--- config.mk ---
export PLATFORM = sky130hd
export DESIGN_NAME = gpirq_unit
export DESIGN_NICKNAME = d
export VERILOG_FILES = /design/src/rtl/gpirq_pkg.sv /design/src/rtl/gpirq_sync.sv /design/src/rtl/gpirq_filter.sv /design/src/rtl/gpirq_port.sv /design/src/rtl/gpirq_unit.sv
export SDC_FILE = /design/constraint.sdc
export NUM_CORES = 1
export LEC_CHECK = 0
export BUFFER_PORTS_ARGS = -buffer_cell sky130_fd_sc_hd__buf_2
export CORE_UTILIZATION = 30
export CTS_CLUSTER_DIAMETER = 80
export CTS_CLUSTER_SIZE = 10
export DETAILED_ROUTE_END_ITERATION = 12
export GPL_TIMING_DRIVEN = 0
export PLACE_DENSITY_LB_ADDON = 0.3
export SYNTH_ARGS = -nofsm -noshare
export SYNTH_HDL_FRONTEND = slang
export SYNTH_SLANG_ARGS = --single-unit
export TNS_END_PERCENT = 1
--- constraint.sdc ---
create_clock -name clk -period 2.9 [get_ports clk]
set_input_delay 0.29 -clock clk [delete_from_list [all_inputs] [get_ports clk]]
set_output_delay 0.29 -clock clk [all_outputs]
set_load 0.1 [all_outputs]
--- src/rtl/gpirq_pkg.sv ---
package gpirq_pkg;
  localparam int PORT_PINS = 8;
  localparam int SEL_W     = 3;

  typedef logic [PORT_PINS-1:0] pinvec_t;

  typedef enum logic [SEL_W-1:0] {
    SEL_MODE = 3'd0,
    SEL_POL  = 3'd1,
    SEL_EOI  = 3'd2,
    SEL_EN   = 3'd3,
    SEL_FILT = 3'd4,
    SEL_STAT = 3'd5
  } regsel_e;

  // Per-pin edge qualification: rising where pol is 1, falling where pol is 0.
  function automatic pinvec_t edge_seen(pinvec_t cur, pinvec_t prev, pinvec_t pol);
    return (cur & ~prev & pol) | (~cur & prev & ~pol);
  endfunction

  // Per-pin level qualification: active when the pin equals its polarity bit.
  function automatic pinvec_t level_seen(pinvec_t cur, pinvec_t pol);
    return ~(cur ^ pol);
  endfunction

  // Held edge bits: a fresh hit beats an acknowledge; disable drops everything.
  function automatic pinvec_t pend_next(pinvec_t pend, pinvec_t hit, pinvec_t ack, pinvec_t en);
    return en & (hit | (pend & ~ack));
  endfunction
endpackage

--- src/rtl/gpirq_sync.sv ---
module gpirq_sync #(
  parameter int W = 8
) (
  input  logic         clk,
  input  logic         rst,
  input  logic [W-1:0] d,
  output logic [W-1:0] q
);
  logic [W-1:0] stage1;

  always_ff @(posedge clk) begin
    if (rst) begin
      stage1 <= '0;
      q      <= '0;
    end else begin
      stage1 <= d;
      q      <= stage1;
    end
  end
endmodule

--- src/rtl/gpirq_filter.sv ---
module gpirq_filter #(
  parameter int DEB_CNT = 3
) (
  input  logic clk,
  input  logic rst,
  input  logic strobe,
  input  logic bypass,
  input  logic din,
  output logic dout
);
  localparam int CW = (DEB_CNT < 2) ? 1 : $clog2(DEB_CNT + 1);
  localparam logic [CW-1:0] LAST = CW'(DEB_CNT - 1);

  logic [CW-1:0] run;

  always_ff @(posedge clk) begin
    if (rst) begin
      dout <= 1'b0;
      run  <= '0;
    end else if (bypass) begin
      dout <= din;
      run  <= '0;
    end else if (strobe) begin
      if (din == dout) begin
        run <= '0;
      end else if (run == LAST) begin
        dout <= din;
        run  <= '0;
      end else begin
        run <= run + 1'b1;
      end
    end
  end
endmodule

--- src/rtl/gpirq_port.sv ---
module gpirq_port
  import gpirq_pkg::*;
#(
  parameter int DEB_CNT = 3
) (
  input  logic             clk,
  input  logic             rst,
  input  logic             strobe,
  input  pinvec_t          pins,
  input  logic             we,
  input  logic [SEL_W-1:0] wsel,
  input  pinvec_t          wdata,
  output pinvec_t          mode_q,
  output pinvec_t          pol_q,
  output pinvec_t          en_q,
  output pinvec_t          filt_q,
  output pinvec_t          stat,
  output pinvec_t          pend_q,
  output pinvec_t          hit,
  output pinvec_t          ack,
  output pinvec_t          flt,
  output pinvec_t          synced
);
  pinvec_t prev_q;

  gpirq_sync #(.W(PORT_PINS)) u_sync (
    .clk (clk),
    .rst (rst),
    .d   (pins),
    .q   (synced)
  );

  for (genvar j = 0; j < PORT_PINS; j++) begin : g_pin
    gpirq_filter #(.DEB_CNT(DEB_CNT)) u_filt (
      .clk    (clk),
      .rst    (rst),
      .strobe (strobe),
      .bypass (~filt_q[j]),
      .din    (synced[j]),
      .dout   (flt[j])
    );
  end

  always_ff @(posedge clk) begin
    if (rst) begin
      mode_q <= '0;
      pol_q  <= '0;
      en_q   <= '0;
      filt_q <= '0;
    end else if (we) begin
      case (regsel_e'(wsel))
        SEL_MODE: mode_q <= wdata;
        SEL_POL:  pol_q  <= wdata;
        SEL_EN:   en_q   <= wdata;
        SEL_FILT: filt_q <= wdata;
        default:  ;
      endcase
    end
  end

  assign ack = (we && (regsel_e'(wsel) == SEL_EOI)) ? wdata : '0;
  assign hit = en_q & mode_q & edge_seen(flt, prev_q, pol_q);

  always_ff @(posedge clk) begin
    if (rst) begin
      prev_q <= '0;
      pend_q <= '0;
    end else begin
      prev_q <= flt;
      pend_q <= pend_next(pend_q, hit, ack, en_q);
    end
  end

  assign stat = en_q & ((mode_q & pend_q) | (~mode_q & level_seen(flt, pol_q)));
endmodule

--- src/rtl/gpirq_unit.sv ---
module gpirq_unit
  import gpirq_pkg::*;
#(
  parameter int NPORTS  = 2,
  parameter int DEB_CNT = 3,
  localparam int PW     = (NPORTS > 1) ? $clog2(NPORTS) : 1,
  localparam int AW     = PW + SEL_W,
  localparam int NPINS  = NPORTS * PORT_PINS
) (
  input  logic                 clk,
  input  logic                 rst,
  input  logic                 smp_tick,
  input  logic [NPINS-1:0]     pins_i,
  input  logic                 wr_en,
  input  logic [AW-1:0]        wr_addr,
  input  logic [PORT_PINS-1:0] wr_data,
  input  logic [AW-1:0]        rd_addr,
  output logic [PORT_PINS-1:0] rd_data,
  output logic [NPORTS-1:0]    irq_o
);
  pinvec_t mode_a [NPORTS];
  pinvec_t pol_a  [NPORTS];
  pinvec_t en_a   [NPORTS];
  pinvec_t filt_a [NPORTS];
  pinvec_t stat_a [NPORTS];

  // Flattened internal events, brought out for the checker.
  logic [NPINS-1:0] hit_all, ack_all, pend_all, en_all, flt_all, sync_all, filt_all;

  logic [PW-1:0]    wr_port;
  logic [SEL_W-1:0] wr_sel;
  assign wr_port = wr_addr[AW-1:SEL_W];
  assign wr_sel  = wr_addr[SEL_W-1:0];

  for (genvar p = 0; p < NPORTS; p++) begin : g_port
    pinvec_t pend_w, hit_w, ack_w, flt_w, sync_w;

    gpirq_port #(.DEB_CNT(DEB_CNT)) u_port (
      .clk    (clk),
      .rst    (rst),
      .strobe (smp_tick),
      .pins   (pins_i[p*PORT_PINS +: PORT_PINS]),
      .we     (wr_en && (wr_port == PW'(p))),
      .wsel   (wr_sel),
      .wdata  (wr_data),
      .mode_q (mode_a[p]),
      .pol_q  (pol_a[p]),
      .en_q   (en_a[p]),
      .filt_q (filt_a[p]),
      .stat   (stat_a[p]),
      .pend_q (pend_w),
      .hit    (hit_w),
      .ack    (ack_w),
      .flt    (flt_w),
      .synced (sync_w)
    );

    assign irq_o[p] = |stat_a[p];
    assign hit_all [p*PORT_PINS +: PORT_PINS] = hit_w;
    assign ack_all [p*PORT_PINS +: PORT_PINS] = ack_w;
    assign pend_all[p*PORT_PINS +: PORT_PINS] = pend_w;
    assign en_all  [p*PORT_PINS +: PORT_PINS] = en_a[p];
    assign flt_all [p*PORT_PINS +: PORT_PINS] = flt_w;
    assign sync_all[p*PORT_PINS +: PORT_PINS] = sync_w;
    assign filt_all[p*PORT_PINS +: PORT_PINS] = filt_a[p];
  end

  always_comb begin
    rd_data = '0;
    for (int p = 0; p < NPORTS; p++) begin
      if (rd_addr[AW-1:SEL_W] == PW'(p)) begin
        case (regsel_e'(rd_addr[SEL_W-1:0]))
          SEL_MODE: rd_data = mode_a[p];
          SEL_POL:  rd_data = pol_a[p];
          SEL_EN:   rd_data = en_a[p];
          SEL_FILT: rd_data = filt_a[p];
          SEL_STAT: rd_data = stat_a[p];
          default:  rd_data = '0;
        endcase
      end
    end
  end
endmodule

**After elaboration in Yosys (flattened, before gate mapping)**

Cells that the tools add are included.

- Register bits: 176
- Input port bits: 36
- Output and inout bits: 10
- Logic and storage cells: 360

- Add/sub/neg operators: 16
- Equal/unequal tests: 88
- Multiplexer cells: 101
- Bitwise operators: 59
- Reduce and logical (&&, ||, !) cells: 48

Operators by type and width:

| cell | count |
|---|---|
| 8-bit bitwise AND | 22 |
| 2-bit != test (second input constant) | 48 |
| 8-bit NOT | 12 |
| 8-bit one-hot mux with 5 select lines | 2 |
| 1-bit 2-to-1 mux | 64 |
| 2-bit 2-to-1 mux | 32 |
| 8-bit OR | 6 |
| 3-bit AND reduction | 16 |
| 2-bit by 1-bit adder with 2-bit output (second input constant) | 16 |
| 2-bit equality test (second input constant) | 16 |
| 2-bit OR reduction | 16 |
| 8-bit 2-to-1 mux | 3 |
| 1-bit NOT | 17 |
| 1-bit equality test | 16 |
| 2-bit AND reduction | 8 |
| 8-bit OR reduction | 2 |
| 8-bit bitwise XOR | 2 |
| 3-bit by 2-bit equality test with 1-bit output (second input constant) | 3 |
| 3-bit equality test (second input constant) | 3 |
| 3-bit by 1-bit equality test with 1-bit output (second input constant) | 2 |
| 3-bit logical NOT | 2 |
| 1-bit logical AND | 4 |

**Longest topological paths before layout**

- Word-level depth: 8
- Mapped depth: 6
- Depth with buffers taken out: 4

**Modules after synthesis**

A second synthesis with hierarchy kept.

- Cells, all modules: 956
- Area total of the unflattened synthesis: 8610.8 um^2

Modules (own cells, without submodules):

| module | times used | cells each | area an instance (um^2) | sequential area each (um^2) |
|---|---|---|---|---|
| gpirq_port | 2 | 259 | 2193.4 | 960.9 |
| gpirq_filter | 16 | 16 | 155.1 | 60.1 |
| gpirq_sync | 2 | 33 | 464.2 | 320.3 |
| gpirq_unit | 1 | 116 | 813.3 | 0.0 |

**Worst setup path before layout**

OpenSTA, ideal clock, no wires.

- Path kind: in2out
- From: in rd_addr[0]
- To: out rd_data[7]
- Arrival time: 3.614 ns
- Required time: 2.610 ns
- Slack: -1.004 ns
- Stages on the path: 6
- Path buffers: 2
- Cells stage by stage: buf_4 buf_4 nor2_2 a22oi_1 o22a_1 a311oi_1

- Longest elaborated chain between the ends: 3
- Elaborated cells on any way between the ends: 8
- Those cells by class: 4 x eq/ne; 3 x mux; 1 x reduce/logical

Ends and longest elaborated chain:

| what | line | text |
|---|---|---|
| from (decl) | gpirq_unit.sv:17 | `input logic [AW-1:0] rd_addr,` |
| 3-bit equality test, or another cell as far along | gpirq_unit.sv:72 | `case (regsel_e'(rd_addr[SEL_W-1:0]))` |
| 8-bit one-hot mux with 5 select lines | gpirq_unit.sv:72 |  |
| 8-bit 2-to-1 mux (*) | gpirq_unit.sv:71 | `if (rd_addr[AW-1:SEL_W] == PW'(p)) begin` |
| to (decl) | gpirq_unit.sv:18 | `output logic [PORT_PINS-1:0] rd_data,` |

Mark *: on every way between the ends. The rest lies on a longest branch, timed or not.

**Worst setup path in the final report**

- From: in rd_addr[0]
- To: out rd_data[5]

The elaborated chain is that of the path after synthesis.

==> reports/metrics.cfg <==
[status]
status=finished clean

[cts]
clkLatencyLatePin_ns=0.44
cts_root_buf=clkbuf_16
cts_buffers=17
cts_tree=yes
cts-htree-levels=4
cts.sinks=176
clock_path_buffers=2
clk_pin_slew_worst_paths_ns=0.07

[cells_and_area]
final_cells=1330
nNetsFinal=1020
fill_cells=2728
areaGrowthSynthToFinish_pct=14.7
num_antenna_cells=0
post_route_cells_drive_above_1_share_pct=8.74
finalInstanceArea_sq_um=9160
final_util_pct=35.1

[routing]
first_pass_iters=5
drtIter0Drc=508
ant_nets=0
vias=6784
drt-vias-per-instance=5.10
routed_wl_um=23600
drc=0
drt-wirelength-per-cell_um=17.8

[synthesis]
synth_top_cell_area_share_pct=44.1
ys.flop_type=dfxtp_1
synth_edf_count=0
ys_warn_count=0
yosys-top-cells-area=dfxtp_1 (44%), mux2i_1 (7.3%), a21oi_1 (5.1%), nand2_1 (4.8%), o21ai_0 (4.6%)
synth_seq_cells=176
synth_cell_type_count=56
ys_seq_area_share_pct=44.1
async_reset_ff_share_pct=0
synth.avg_cell_area_sq_um=8.54
syn_area_sq_um=7990
synth.net_count=971
synth_area_leader_cell=dfxtp_1
synth_cells=935

[run]
drv_cap=0

[timing]
slew_viol_final=0
finalHoldViolCount=0
setup_viol=0
worstMarginPinSlew_ns=0.872
whs_ns=0.0553
max_clock_freq_mhz=358
slew_headroom_pct=41.4
period_share_pct=96.2
clock_skew_ns=0.00675
min_period_ns=2.79
rsz0062_at_grt=false

[setup_path]
slowest_delay_ns=0.50
crit_path_frequent_cell=buf_2
worstPathCellList=buf_2, buf_4, nor2b_1, clkbuf_1, a22oi_1, o22a_1, a311oi_1, buf_2
critPathKind=input port to output pin
cp.arrival_ns=2.50
cp-end-kind=output pin
slowest_stage=buf_2
cp.required_ns=2.61
crit_fanout=10
startpoint_type=input port

[floorplanning]
core_sq_um=26100
rows=59
dieHeight_um=165
ios=46
fp.dieArea_sq_um=27300
initial_core_util_pct=30.6
dieWidth_um=165

[pwr]
ir_drop_mv=0.369
p_total_mw=5.29
leakagePower_nw=3.30
power.density_nw_per_um2=577

[grt]
antenna_found_initial=0
grt_max_degree=17
overflow=0
grt_pass1_vias=6004
grt_pass1_wl_um=35700
grtUsageTotal_pct=17.7

[placement]
gp_routability_congestion=0.906
dpl.cell_count=1300
dp_hpwl_um=17000
dpl_cell_area_sq_um=8560
io_buffers=30

[min_path]
hold_class=input port to register

[where the power goes]
group,total (mW),internal [mW],switching [mW]
registers,2.50,2.46,0.0427
clock network,2.37,1.36,1.01
logic,0.418,0.125,0.293
[cell type report]
type                            instances  area (sq um)  share of cell area, %
Multi-Input combinational cell        691          4180                   45.7
Sequential cell                       176          3520                   38.5
Clock buffer                           19           433                   4.73
Tap cell                              335           419                   4.58
Buffer                                 54           234                   2.56
Clock inverter                         11           158                   1.72
Timing Repair Buffer                   30           155                   1.69
Inverter                               14          52.6                  0.574
[placed cells by master (no fill, tap or decap), types with 8 or more instances in the layout]
| cell type | n |
|---|---|
| nand2_1 | 103 |
| clkbuf_1 | 43 |
| or4_1 | 9 |
| nor2b_1 | 53 |
| buf_2 | 35 |
| clkbuf_16 | 17 |
| xor2_1 | 16 |
| a21oi_1 | 82 |
| nand3_1 | 38 |
| nand3b_1 | 8 |
| xnor2_1 | 16 |
| a22oi_1 | 12 |
| nor2_1 | 80 |
| nor3b_1 | 26 |
| nor3_1 | 8 |
| mux2i_1 | 58 |
| dfxtp_1 | 176 |
| o21ai_0 | 72 |
| nand2b_1 | 35 |
| inv_1 | 14 |
[flip-flops by register name, indices dropped and copies added (netlist names)]
signal                           count
g_port.u_port.mode_q                16
g_port.u_port.u_sync.stage1         16
g_port.u_port.pol_q                 16
g_port.u_port.prev_q                16
g_port.u_port.filt_q                16
g_port.u_port.pend_q                16
g_port.u_port.g_pin.u_filt.dout     16
g_port.u_port.u_sync.q              16
g_port.u_port.en_q                  16
g_port.u_port.g_pin.u_filt.run      32
[kinds of logic after synthesis]
group           after synthesis  synth area share [%]
flops                       176                  44.1
mux                          63                  7.98
simple gates                386                  25.4
buf+inv                      68                  3.59
xor+xnor                     32                  3.51
compound gates              210                  15.4
[path summary, 6_finish.rpt]
path,end,slack (ns),depth (start not counted),start
setup / recovery,rd_data[5],0.11,8,rd_addr[0]
hold / removal,g_port[0].u_port.u_sync.stage1[4]$_SDFF_PP0_,0.06,2,pins_i[4]
setup reg to reg,g_port[0].u_port.g_pin[4].u_filt.run[0]$_SDFFE_PP0P_,1.33,3,g_port[0].u_port.g_pin[4].u_filt.dout$_SDFFE_PP0P_
hold reg to reg,g_port[0].u_port.u_sync.q[2]$_SDFF_PP0_,0.44,1,g_port[0].u_port.u_sync.stage1[2]$_SDFF_PP0_
[critical path: cells and delay by family]
kind                   cells  cell delay [ns]
and+or+nand+nor            1             0.14
buffers and inverters      4             1.23
AOI/OAI and AO/OA          3             0.83
[cell usage after synthesis, drive strengths merged (2+ instances only)]
master,instances
a211oi,4
a21o,4
a21oi,82
a221oi,7
a22oi,12
a311oi,4
a31oi,2
and3b,2
buf,13
clkbuf,41
dfxtp,176
inv,14
mux2,5
mux2i,58
nand2,104
nand2b,36
nand3,39
nand3b,8
nand4,2
nand4b,3
nor2,81
nor2b,53
nor3,8
nor3b,27
nor4,9
o211ai,2
o21a,2
o21ai,73
o22a,4
o2bb2ai,4
o32ai,2
or4,9
xnor2,16
xor2,16
[routing by layer]
layer | up-vias | wire (um) | part of all wire [%] | GRT usage (%)
met1 | 3197 | 11400 | 48 | 24.8
met4 | 0 | 409 | 1.7 | 5.75
met5 | - | 0 | 0 | 0
met2 | 207 | 10400 | 44 | 27.1
met3 | 25 | 1450 | 6.1 | 3.22
li1 | 3355 | - | - | -
[metrics by stage]
step                setup TNS (ns)  setup slack (ns)
floorplan                    -5.72            -0.985
global placement                 0             0.147
detailed placement               0             0.130
CTS                              0            0.0543
global route                     0            0.0136
finish                           0             0.110
[what timing repair did]
action	4_1_cts	5_1_grt
buffers inserted	0	0
hold buffers	0	0
setup endpoints to repair	1	2
gates resized for setup	1	2
No activity file was read; power rests on OpenSTA's default activity.
